`src/rtl/dkc_pkg.sv`:
```
package dkc_pkg;
  localparam int DW       = 16;
  localparam int OFS_W    = 3;
  localparam int AX_W     = 2;
  localparam int MA_W     = DW + AX_W;
  localparam int FN_W     = 3;
  localparam int CSR_FN_LO = 1;
  localparam int CSR_AX_LO = 4;
  localparam int CSR_IE    = 6;
  localparam int CSR_RDY   = 7;

  typedef enum logic [1:0] {
    RI_CSR = 2'd0,
    RI_BAR = 2'd1,
    RI_DAR = 2'd2,
    RI_MPR = 2'd3
  } reg_idx_e;

  localparam logic [FN_W-1:0] FN_STAT = 3'd2;
  localparam logic [FN_W-1:0] FN_SEEK = 3'd3;
  localparam logic [FN_W-1:0] FN_RDH  = 3'd6;
  localparam logic [FN_W-1:0] FN_RDN  = 3'd7;

  typedef enum logic [1:0] {
    SQ_IDLE = 2'd0,
    SQ_SEEK = 2'd1,
    SQ_XFER = 2'd2
  } sq_e;

  localparam logic [8:0] IRQ_VEC = 9'o160;
  localparam logic [2:0] IRQ_LVL = 3'd4;
endpackage

```
`src/rtl/dkc_regs.sv`:
```
module dkc_regs
  import dkc_pkg::*;
(
  input  logic             clk,
  input  logic             rst,
  input  logic             wr_en,
  input  logic             rd_en,
  input  logic [OFS_W-1:0] addr,
  input  logic [DW-1:0]    wdata,
  output logic [DW-1:0]    rdata,
  input  logic             busy,
  input  logic             bar_ld,
  input  logic [MA_W-1:0]  bar_val,
  output logic             cmd_go,
  output logic [FN_W-1:0]  cmd_fn,
  output logic             ie,
  output logic [MA_W-1:0]  mem_addr,
  output logic [DW-1:0]    dar,
  output logic [DW-1:0]    mpr
);
  logic       aligned;
  logic [1:0] widx;
  logic       wr_csr;
  logic       csr_take;

  assign aligned  = ~addr[0];
  assign widx     = addr[2:1];
  assign wr_csr   = wr_en & aligned & (widx == RI_CSR);
  assign csr_take = wr_csr & ~busy;
  assign cmd_go   = csr_take & ~wdata[CSR_RDY];
  assign cmd_fn   = wdata[CSR_FN_LO +: FN_W];

  logic [FN_W-1:0] fn_q;
  logic [AX_W-1:0] ax_q;
  logic            ie_q;

  always_ff @(posedge clk) begin
    if (rst) begin
      fn_q <= '0;
      ie_q <= 1'b0;
      ax_q <= '0;
    end else begin
      if (csr_take) begin
        fn_q <= wdata[CSR_FN_LO +: FN_W];
        ie_q <= wdata[CSR_IE];
      end
      if (bar_ld)
        ax_q <= bar_val[MA_W-1 -: AX_W];
      else if (csr_take)
        ax_q <= wdata[CSR_AX_LO +: AX_W];
    end
  end

  assign ie = ie_q;

  // internal loads for the three plain word registers (index 1..3)
  logic [3:1]    ld;
  logic [DW-1:0] ldv [1:3];

  always_comb begin
    ld     = '0;
    ld[1]  = bar_ld;
    ld[3]  = cmd_go && (cmd_fn == FN_STAT);
    ldv[1] = bar_val[DW-1:0];
    ldv[2] = '0;
    ldv[3] = '0;
  end

  for (genvar gi = 1; gi <= 3; gi++) begin : g_wreg
    logic [DW-1:0] q;
    always_ff @(posedge clk) begin
      if (rst)
        q <= '0;
      else if (ld[gi])
        q <= ldv[gi];
      else if (wr_en && aligned && (widx == 2'(gi)))
        q <= wdata;
    end
  end

  assign mem_addr = {ax_q, g_wreg[1].q};
  assign dar      = g_wreg[2].q;
  assign mpr      = g_wreg[3].q;

  logic [DW-1:0] csr_view;
  always_comb begin
    csr_view = '0;
    csr_view[CSR_FN_LO +: FN_W] = fn_q;
    csr_view[CSR_AX_LO +: AX_W] = ax_q;
    csr_view[CSR_IE]            = ie_q;
    csr_view[CSR_RDY]           = ~busy;
  end

  always_ff @(posedge clk) begin
    if (rst)
      rdata <= '0;
    else if (rd_en && aligned) begin
      case (widx)
        RI_CSR:  rdata <= csr_view;
        RI_BAR:  rdata <= g_wreg[1].q;
        RI_DAR:  rdata <= g_wreg[2].q;
        default: rdata <= g_wreg[3].q;
      endcase
    end
  end
endmodule

```
`src/rtl/dkc_seq.sv`:
```
module dkc_seq
  import dkc_pkg::*;
#(
  parameter int TRK_W  = 9,
  parameter int TRACKS = 512,
  parameter int SEC_W  = 6
) (
  input  logic             clk,
  input  logic             rst,
  input  logic             cmd_go,
  input  logic [FN_W-1:0]  cmd_fn,
  input  logic [DW-1:0]    dar,
  input  logic             seek_done,
  input  logic [TRK_W:0]   seek_track,
  input  logic             xfer_done,
  output logic             busy,
  output logic             seek_start,
  output logic             xfer_start,
  output logic             hdr_check,
  output logic [TRK_W-1:0] cur_track,
  output logic             cur_head,
  output logic [SEC_W-1:0] cur_sector,
  output logic             cmp_pulse,
  output logic             bar_ld
);
  localparam int HEAD_BIT = SEC_W;
  localparam int TRK_LO   = SEC_W + 1;
  localparam logic [TRK_W:0] MAXT = (TRK_W+1)'(TRACKS - 1);

  sq_e  st;
  logic idle;
  logic launch_seek;
  logic launch_rd;
  logic seek_fin;
  logic xfer_fin;
  logic [TRK_W-1:0] trk_lim;

  assign idle        = (st == SQ_IDLE);
  assign launch_seek = idle & cmd_go & (cmd_fn == FN_SEEK);
  assign launch_rd   = idle & cmd_go & ((cmd_fn == FN_RDH) | (cmd_fn == FN_RDN));
  assign seek_fin    = (st == SQ_SEEK) & seek_done;
  assign xfer_fin    = (st == SQ_XFER) & xfer_done;
  assign busy        = ~idle;
  assign bar_ld      = xfer_fin;

  always_comb begin
    if (seek_track > MAXT)
      trk_lim = MAXT[TRK_W-1:0];
    else
      trk_lim = seek_track[TRK_W-1:0];
  end

  always_ff @(posedge clk) begin
    if (rst) begin
      st         <= SQ_IDLE;
      seek_start <= 1'b0;
      xfer_start <= 1'b0;
      cmp_pulse  <= 1'b0;
      hdr_check  <= 1'b0;
      cur_track  <= '0;
      cur_head   <= 1'b0;
      cur_sector <= '0;
    end else begin
      seek_start <= launch_seek;
      xfer_start <= launch_rd;
      cmp_pulse  <= seek_fin | xfer_fin;
      case (st)
        SQ_IDLE: begin
          if (launch_seek)
            st <= SQ_SEEK;
          else if (launch_rd) begin
            st         <= SQ_XFER;
            cur_sector <= dar[SEC_W-1:0];
            cur_head   <= dar[HEAD_BIT];
            cur_track  <= dar[TRK_LO +: TRK_W];
            hdr_check  <= (cmd_fn == FN_RDH);
          end
        end
        SQ_SEEK: begin
          if (seek_done) begin
            cur_track <= trk_lim;
            st        <= SQ_IDLE;
          end
        end
        SQ_XFER: begin
          if (xfer_done)
            st <= SQ_IDLE;
        end
        default: st <= SQ_IDLE;
      endcase
    end
  end
endmodule

```
`src/rtl/dkc_irq.sv`:
```
module dkc_irq
  import dkc_pkg::*;
(
  input  logic       clk,
  input  logic       rst,
  input  logic       cmp,
  input  logic       ie,
  output logic       irq,
  output logic [8:0] irq_vector,
  output logic [2:0] irq_level
);
  always_ff @(posedge clk) begin
    if (rst) begin
      irq        <= 1'b0;
      irq_vector <= '0;
      irq_level  <= '0;
    end else begin
      irq <= cmp & ie;
      if (cmp & ie) begin
        irq_vector <= IRQ_VEC;
        irq_level  <= IRQ_LVL;
      end
    end
  end
endmodule

```
`src/rtl/dkc_cmd_unit.sv`:
```
module dkc_cmd_unit
  import dkc_pkg::*;
#(
  parameter int TRK_W  = 9,
  parameter int TRACKS = 512,
  parameter int SEC_W  = 6
) (
  input  logic             clk,
  input  logic             rst,
  input  logic             bus_wr,
  input  logic             bus_rd,
  input  logic [2:0]       bus_addr,
  input  logic [15:0]      bus_wdata,
  output logic [15:0]      bus_rdata,
  output logic             seek_start,
  output logic [15:0]      seek_dar,
  input  logic             seek_done,
  input  logic [TRK_W:0]   seek_track,
  output logic             xfer_start,
  output logic             xfer_hdr_check,
  output logic [17:0]      xfer_mem_addr,
  output logic [15:0]      xfer_words,
  output logic [TRK_W-1:0] xfer_track,
  output logic             xfer_head,
  output logic [SEC_W-1:0] xfer_sector,
  input  logic             xfer_done,
  input  logic [17:0]      xfer_end_addr,
  output logic             irq,
  output logic [8:0]       irq_vector,
  output logic [2:0]       irq_level
);
  logic            seq_busy;
  logic            cmd_go;
  logic [FN_W-1:0] cmd_fn;
  logic            ie;
  logic            bar_ld;
  logic            cmp_pulse;
  logic [DW-1:0]   dar;

  dkc_regs u_regs (
    .clk      (clk),
    .rst      (rst),
    .wr_en    (bus_wr),
    .rd_en    (bus_rd),
    .addr     (bus_addr),
    .wdata    (bus_wdata),
    .rdata    (bus_rdata),
    .busy     (seq_busy),
    .bar_ld   (bar_ld),
    .bar_val  (xfer_end_addr),
    .cmd_go   (cmd_go),
    .cmd_fn   (cmd_fn),
    .ie       (ie),
    .mem_addr (xfer_mem_addr),
    .dar      (dar),
    .mpr      (xfer_words)
  );

  dkc_seq #(.TRK_W(TRK_W), .TRACKS(TRACKS), .SEC_W(SEC_W)) u_seq (
    .clk        (clk),
    .rst        (rst),
    .cmd_go     (cmd_go),
    .cmd_fn     (cmd_fn),
    .dar        (dar),
    .seek_done  (seek_done),
    .seek_track (seek_track),
    .xfer_done  (xfer_done),
    .busy       (seq_busy),
    .seek_start (seek_start),
    .xfer_start (xfer_start),
    .hdr_check  (xfer_hdr_check),
    .cur_track  (xfer_track),
    .cur_head   (xfer_head),
    .cur_sector (xfer_sector),
    .cmp_pulse  (cmp_pulse),
    .bar_ld     (bar_ld)
  );

  dkc_irq u_irq (
    .clk        (clk),
    .rst        (rst),
    .cmp        (cmp_pulse),
    .ie         (ie),
    .irq        (irq),
    .irq_vector (irq_vector),
    .irq_level  (irq_level)
  );

  assign seek_dar = dar;
endmodule

```
`config.mk`:
```
export PLATFORM = sky130hd
export DESIGN_NAME = dkc_cmd_unit
export DESIGN_NICKNAME = d
export VERILOG_FILES = /design/src/rtl/dkc_pkg.sv /design/src/rtl/dkc_regs.sv /design/src/rtl/dkc_seq.sv /design/src/rtl/dkc_irq.sv /design/src/rtl/dkc_cmd_unit.sv
export SDC_FILE = /design/constraint.sdc
export NUM_CORES = 1
export LEC_CHECK = 0
export BUFFER_PORTS_ARGS = -buffer_cell sky130_fd_sc_hd__buf_2
export CAP_MARGIN = 20
export CORE_MARGIN = 3
export CORE_UTILIZATION = 53
export DETAILED_ROUTE_END_ITERATION = 10
export PLACE_DENSITY = 0.85
export SYNTH_ARGS = -nofsm -noshare
export SYNTH_HDL_FRONTEND = slang
export SYNTH_SLANG_ARGS = --single-unit
```
`constraint.sdc`:
```
create_clock -name clk -period 3.15 [get_ports clk]
set_clock_uncertainty 0.15 [all_clocks]
set_input_delay 0.7875 -clock clk [delete_from_list [all_inputs] [get_ports clk]]
set_output_delay 0.7875 -clock clk [all_outputs]
set_load 0.01 [all_outputs]
```
==> metrics.yaml <==
yosys:
  yosysSeqAreaShare_pct: 46.0
  syn_inst: 468
  synth_top_area_cell: "dfxtp_1"
  yosys_warnings: 0
  yosysTopAreaCellShare_pct: 46.0
  ys_ff_latch: 94
  syn-cell-area_sq_um: 4090
  synth.avg_cell_area_sq_um: 8.74
  synth_area_leaders: "dfxtp_1 46%, nand2_1 8.9%, a21oi_1 6.6%"
  synth.distinct_cells: 36
placement:
  place.gp.congestion: 0.923
  dp_hpwl_microns: 8540
  port_buffers: 142
  dpl_cell_area_sq_um: 4770
finish:
  fillers: 638
  finalInstanceArea_sq_um: 4960
  area_delta_synth_final_pct: 21.2
  drive_gt1_share_pct: 31.6
  fin_util_pct: 67.3
  ff_latch_area_sq_um: 1880
  num-nets-final: 642
  antenna_cells: 0
  multiInputGateArea_sq_um: 1970
worst_setup_path:
  r2r_start: "u_seq.st[1]"
  worstReg2RegEnd: "u_regs.mpr[10]"
  critical_path.max_stage_delay_ns: 0.58
  reg2regPathDepth: 5
  setup.worst_path.end: "u_regs.mpr[10]"
  cp_num_buf_inv: 2
  criticalPathCategory: "in2reg"
  cp-start-kind: "input port"
  cp_num_cells: 6
  end_kind: "flip-flop"
  worstPathCellList: "buf_2 > nor4b_2 > buf_4 > nand2_1 > o31ai_4 > a21oi_1"
  critPathLaunch: "bus_addr[1]"
  crit_arrival_ns: 2.35
  path_max_fanout: 23
  worstPathRequired_ns: 3.21
  cpLargestDelayFamily: "compound AO/OA/AOI/OAI gates"
  ff2ff_setup_slack_ns: 1.15
  slowest_stage: "o31ai_4"
sta:
  drv_slew: 0
  finalCritPeriodShare_pct: 72.8
  tightestPinTransition_ns: 0.689
  fin_crit_ns: 2.29
  setup_viol_count_final: 0
  hold_viol: 0
  max_freq_mhz: 436
  max_slew_margin_pct: 54.1
  rsz0062_at_grt: "false"
  finalSetupTns_ns: 0
routing:
  drtPass1Iterations: 5
  drt_iter0_markers: 246
  vias: 3834
  wl_microns: 11500
  postRouteAntennaNets: 0
  viasPerCell: 5.55
  wire_per_inst_microns: 16.6
  route.detailed.drc: 0
clock_tree:
  cts_max_level: 3
  cts.reportedPaths.clkPinSlew_ns: 0.08
  clk_latency_ns: 0.36
  post_cts_buffers: 0
  cts_root_buffer: "clkbuf_8"
  numCtsBuffers: 9
  post_cts_resized: 0
  cts-hold-fix-buffers: 0
  cts_tree: "yes"
  cts.sinks: 94
  cts_max_path_buffers: 2
power_and_ir_drop:
  peakVddDrop_mv: 0.222
  powerDensity_nw_per_um2: 455
  p_leak_nw: 2.30
global_route:
  grt_pass1_vias: 3591
  antenna_found_initial: 0
  grt_pass1_wl_microns: 17900
  grt_use_total_pct: 26.0
  grt_start_max_net_pins: 36
  grt.overflow.total: 0
job:
  cap_violations: 0
floorplanning:
  die_h_microns: 93.9
  fp.dieW_microns: 93.9
  rows: 31
  die_area_sq_um: 8810
  start_util_pct: 55.5
  ioPinCount: 151
  core_area_sq_um: 7370
run_status:
  outcome: "completed"
min_path:
  hold_class: "reg2reg"
[where the power goes]
group / leakage, nW / internal (mW) / switching (mW)
sequential: 0.761 / 1.21 / 0.0199
combinational: 1.44 / 0.0899 / 0.140
clock: 0.0956 / 0.403 / 0.392
total: 2.30 / 1.71 / 0.552
[how the worst min path moves through the flow]
stage	from	endpoint	cells after the start
detailed placement	u_seq.cur_track[2]	u_seq.cur_track[2]	2
global route	u_seq.cur_track[6]	u_seq.cur_track[6]	2
finish	u_seq.cur_track[2]	u_seq.cur_track[2]	2
CTS	u_regs.rdata[5]	u_regs.rdata[5]	2
floorplan	u_regs.fn_q[0]	u_regs.fn_q[0]	2
global placement	u_seq.cur_track[2]	u_seq.cur_track[2]	2
[synth_stat cells, drive strengths merged]
| library cell | count |
|---|---|
| buf | 24 |
| nor2b | 4 |
| nor2 | 56 |
| a221oi | 11 |
| clkbuf | 25 |
| a21oi | 55 |
| a32oi | 1 |
| or2 | 1 |
| nor4b | 2 |
| nand4b | 1 |
| and3b | 1 |
| nand2 | 97 |
| a21bo | 1 |
| o31ai | 1 |
| inv | 3 |
| nand2b | 1 |
| a211o | 9 |
| a211oi | 16 |
| o21ai | 1 |
| and3 | 2 |
| a311oi | 1 |
| a22oi | 1 |
| nor3 | 9 |
| nand3 | 7 |
| dfxtp | 94 |
| mux2 | 9 |
| mux2i | 24 |
| nand3b | 2 |
| conb | 1 |
| a21o | 1 |
| mux4 | 7 |
[registers in the layout, summed over array words and instances (netlist names)]
register / flops
u_seq.cmp_pulse: 1
u_seq.cur_sector: 6
u_regs.mpr: 16
u_seq.st: 2
u_regs.rdata: 16
u_seq.cur_track: 9
u_regs.dar: 16
u_seq.xfer_start: 1
u_irq.irq_level: 1
u_seq.hdr_check: 1
u_seq.seek_start: 1
u_regs.ie: 1
u_seq.cur_head: 1
u_regs.g_wreg.q: 16
u_regs.fn_q: 3
u_irq.irq: 1
u_regs.ax_q: 2
[final cells by class]
| type | count | share of cell area (%) |
|---|---|---|
| inverters | 3 | 0.227 |
| clock inverters | 1 | 0.606 |
| well taps | 99 | 2.50 |
| clock buffers | 13 | 3.20 |
| multi-input cells | 329 | 39.7 |
| repair buffers | 152 | 15.8 |
| flip-flops and latches | 94 | 38.0 |
[cell families (layout without fill, tap and decap cells)]
family                 after synthesis  in the layout  synth area share [%]
DFF                                 94             94                  46.0
buffers and inverters               52            169                  6.57
AOI/OAI and AO/OA                   98             98                  16.2
other                                1              8                0.0917
muxes                               40             40                  12.2
and+or+nand+nor                    183            183                  19.0
[worst reg2reg max path, delay by kind of cell, from the launching register on]
family,cells,cell delay [ns]
AO/OA/AOI/OAI,2,0.67
buffers and inverters,1,0.22
flip-flops,1,0.39
AND/OR/NAND/NOR,2,0.42
[metal layers]
metal	vias up	part of all wire (%)	GRT usage (%)
met1	1783	41	34.1
met3	27	8.6	6.25
met4	0	2.7	9.99
met5	-	0	0
li1	1830	-	-
met2	194	48	41.3
[placed cells by master (no fill, tap or decap)]
cell	netlist	routed
bufinv_16	0	1
clkbuf_1	25	2
clkbuf_8	0	11
nand4b_1	1	1
a21oi_2	1	1
dfxtp_1	94	94
and3_1	2	2
nor4b_4	1	1
nand2_1	97	97
mux2_2	9	9
conb_1	1	8
a21bo_2	1	1
mux4_2	7	7
buf_4	14	10
inv_1	3	3
nor2b_1	4	4
nand3b_1	2	2
o31ai_4	1	1
a21o_1	1	1
nor2_1	56	56
and3b_1	1	1
buf_2	5	142
o21ai_0	1	1
a311oi_1	1	1
a21oi_1	54	54
a211oi_1	16	16
a32oi_4	1	1
a22oi_1	1	1
nand2b_1	1	1
a221oi_1	11	11
mux2i_1	24	24
nand3_1	7	7
nor3_1	9	9
or2_2	1	1
a211o_1	9	9
nor4b_2	1	1
[through the flow]
stage / hold slack, ns / setup slack (ns) / power [mW] / std cells
3_3_place_gp: 0.288 / 0.616 / 1.48 / 677
5_1_grt: 0.333 / 0.729 / 2.34 / 691
4_1_cts: 0.309 / 0.894 / 2.27 / 691
2_1_floorplan: 0.283 / 0.943 / 1.39 / 475
6_report: 0.301 / 0.856 / 2.26 / 691
3_5_place_dp: 0.298 / 0.488 / 1.49 / 677
Note: power is estimated with default switching activity, not from simulation.
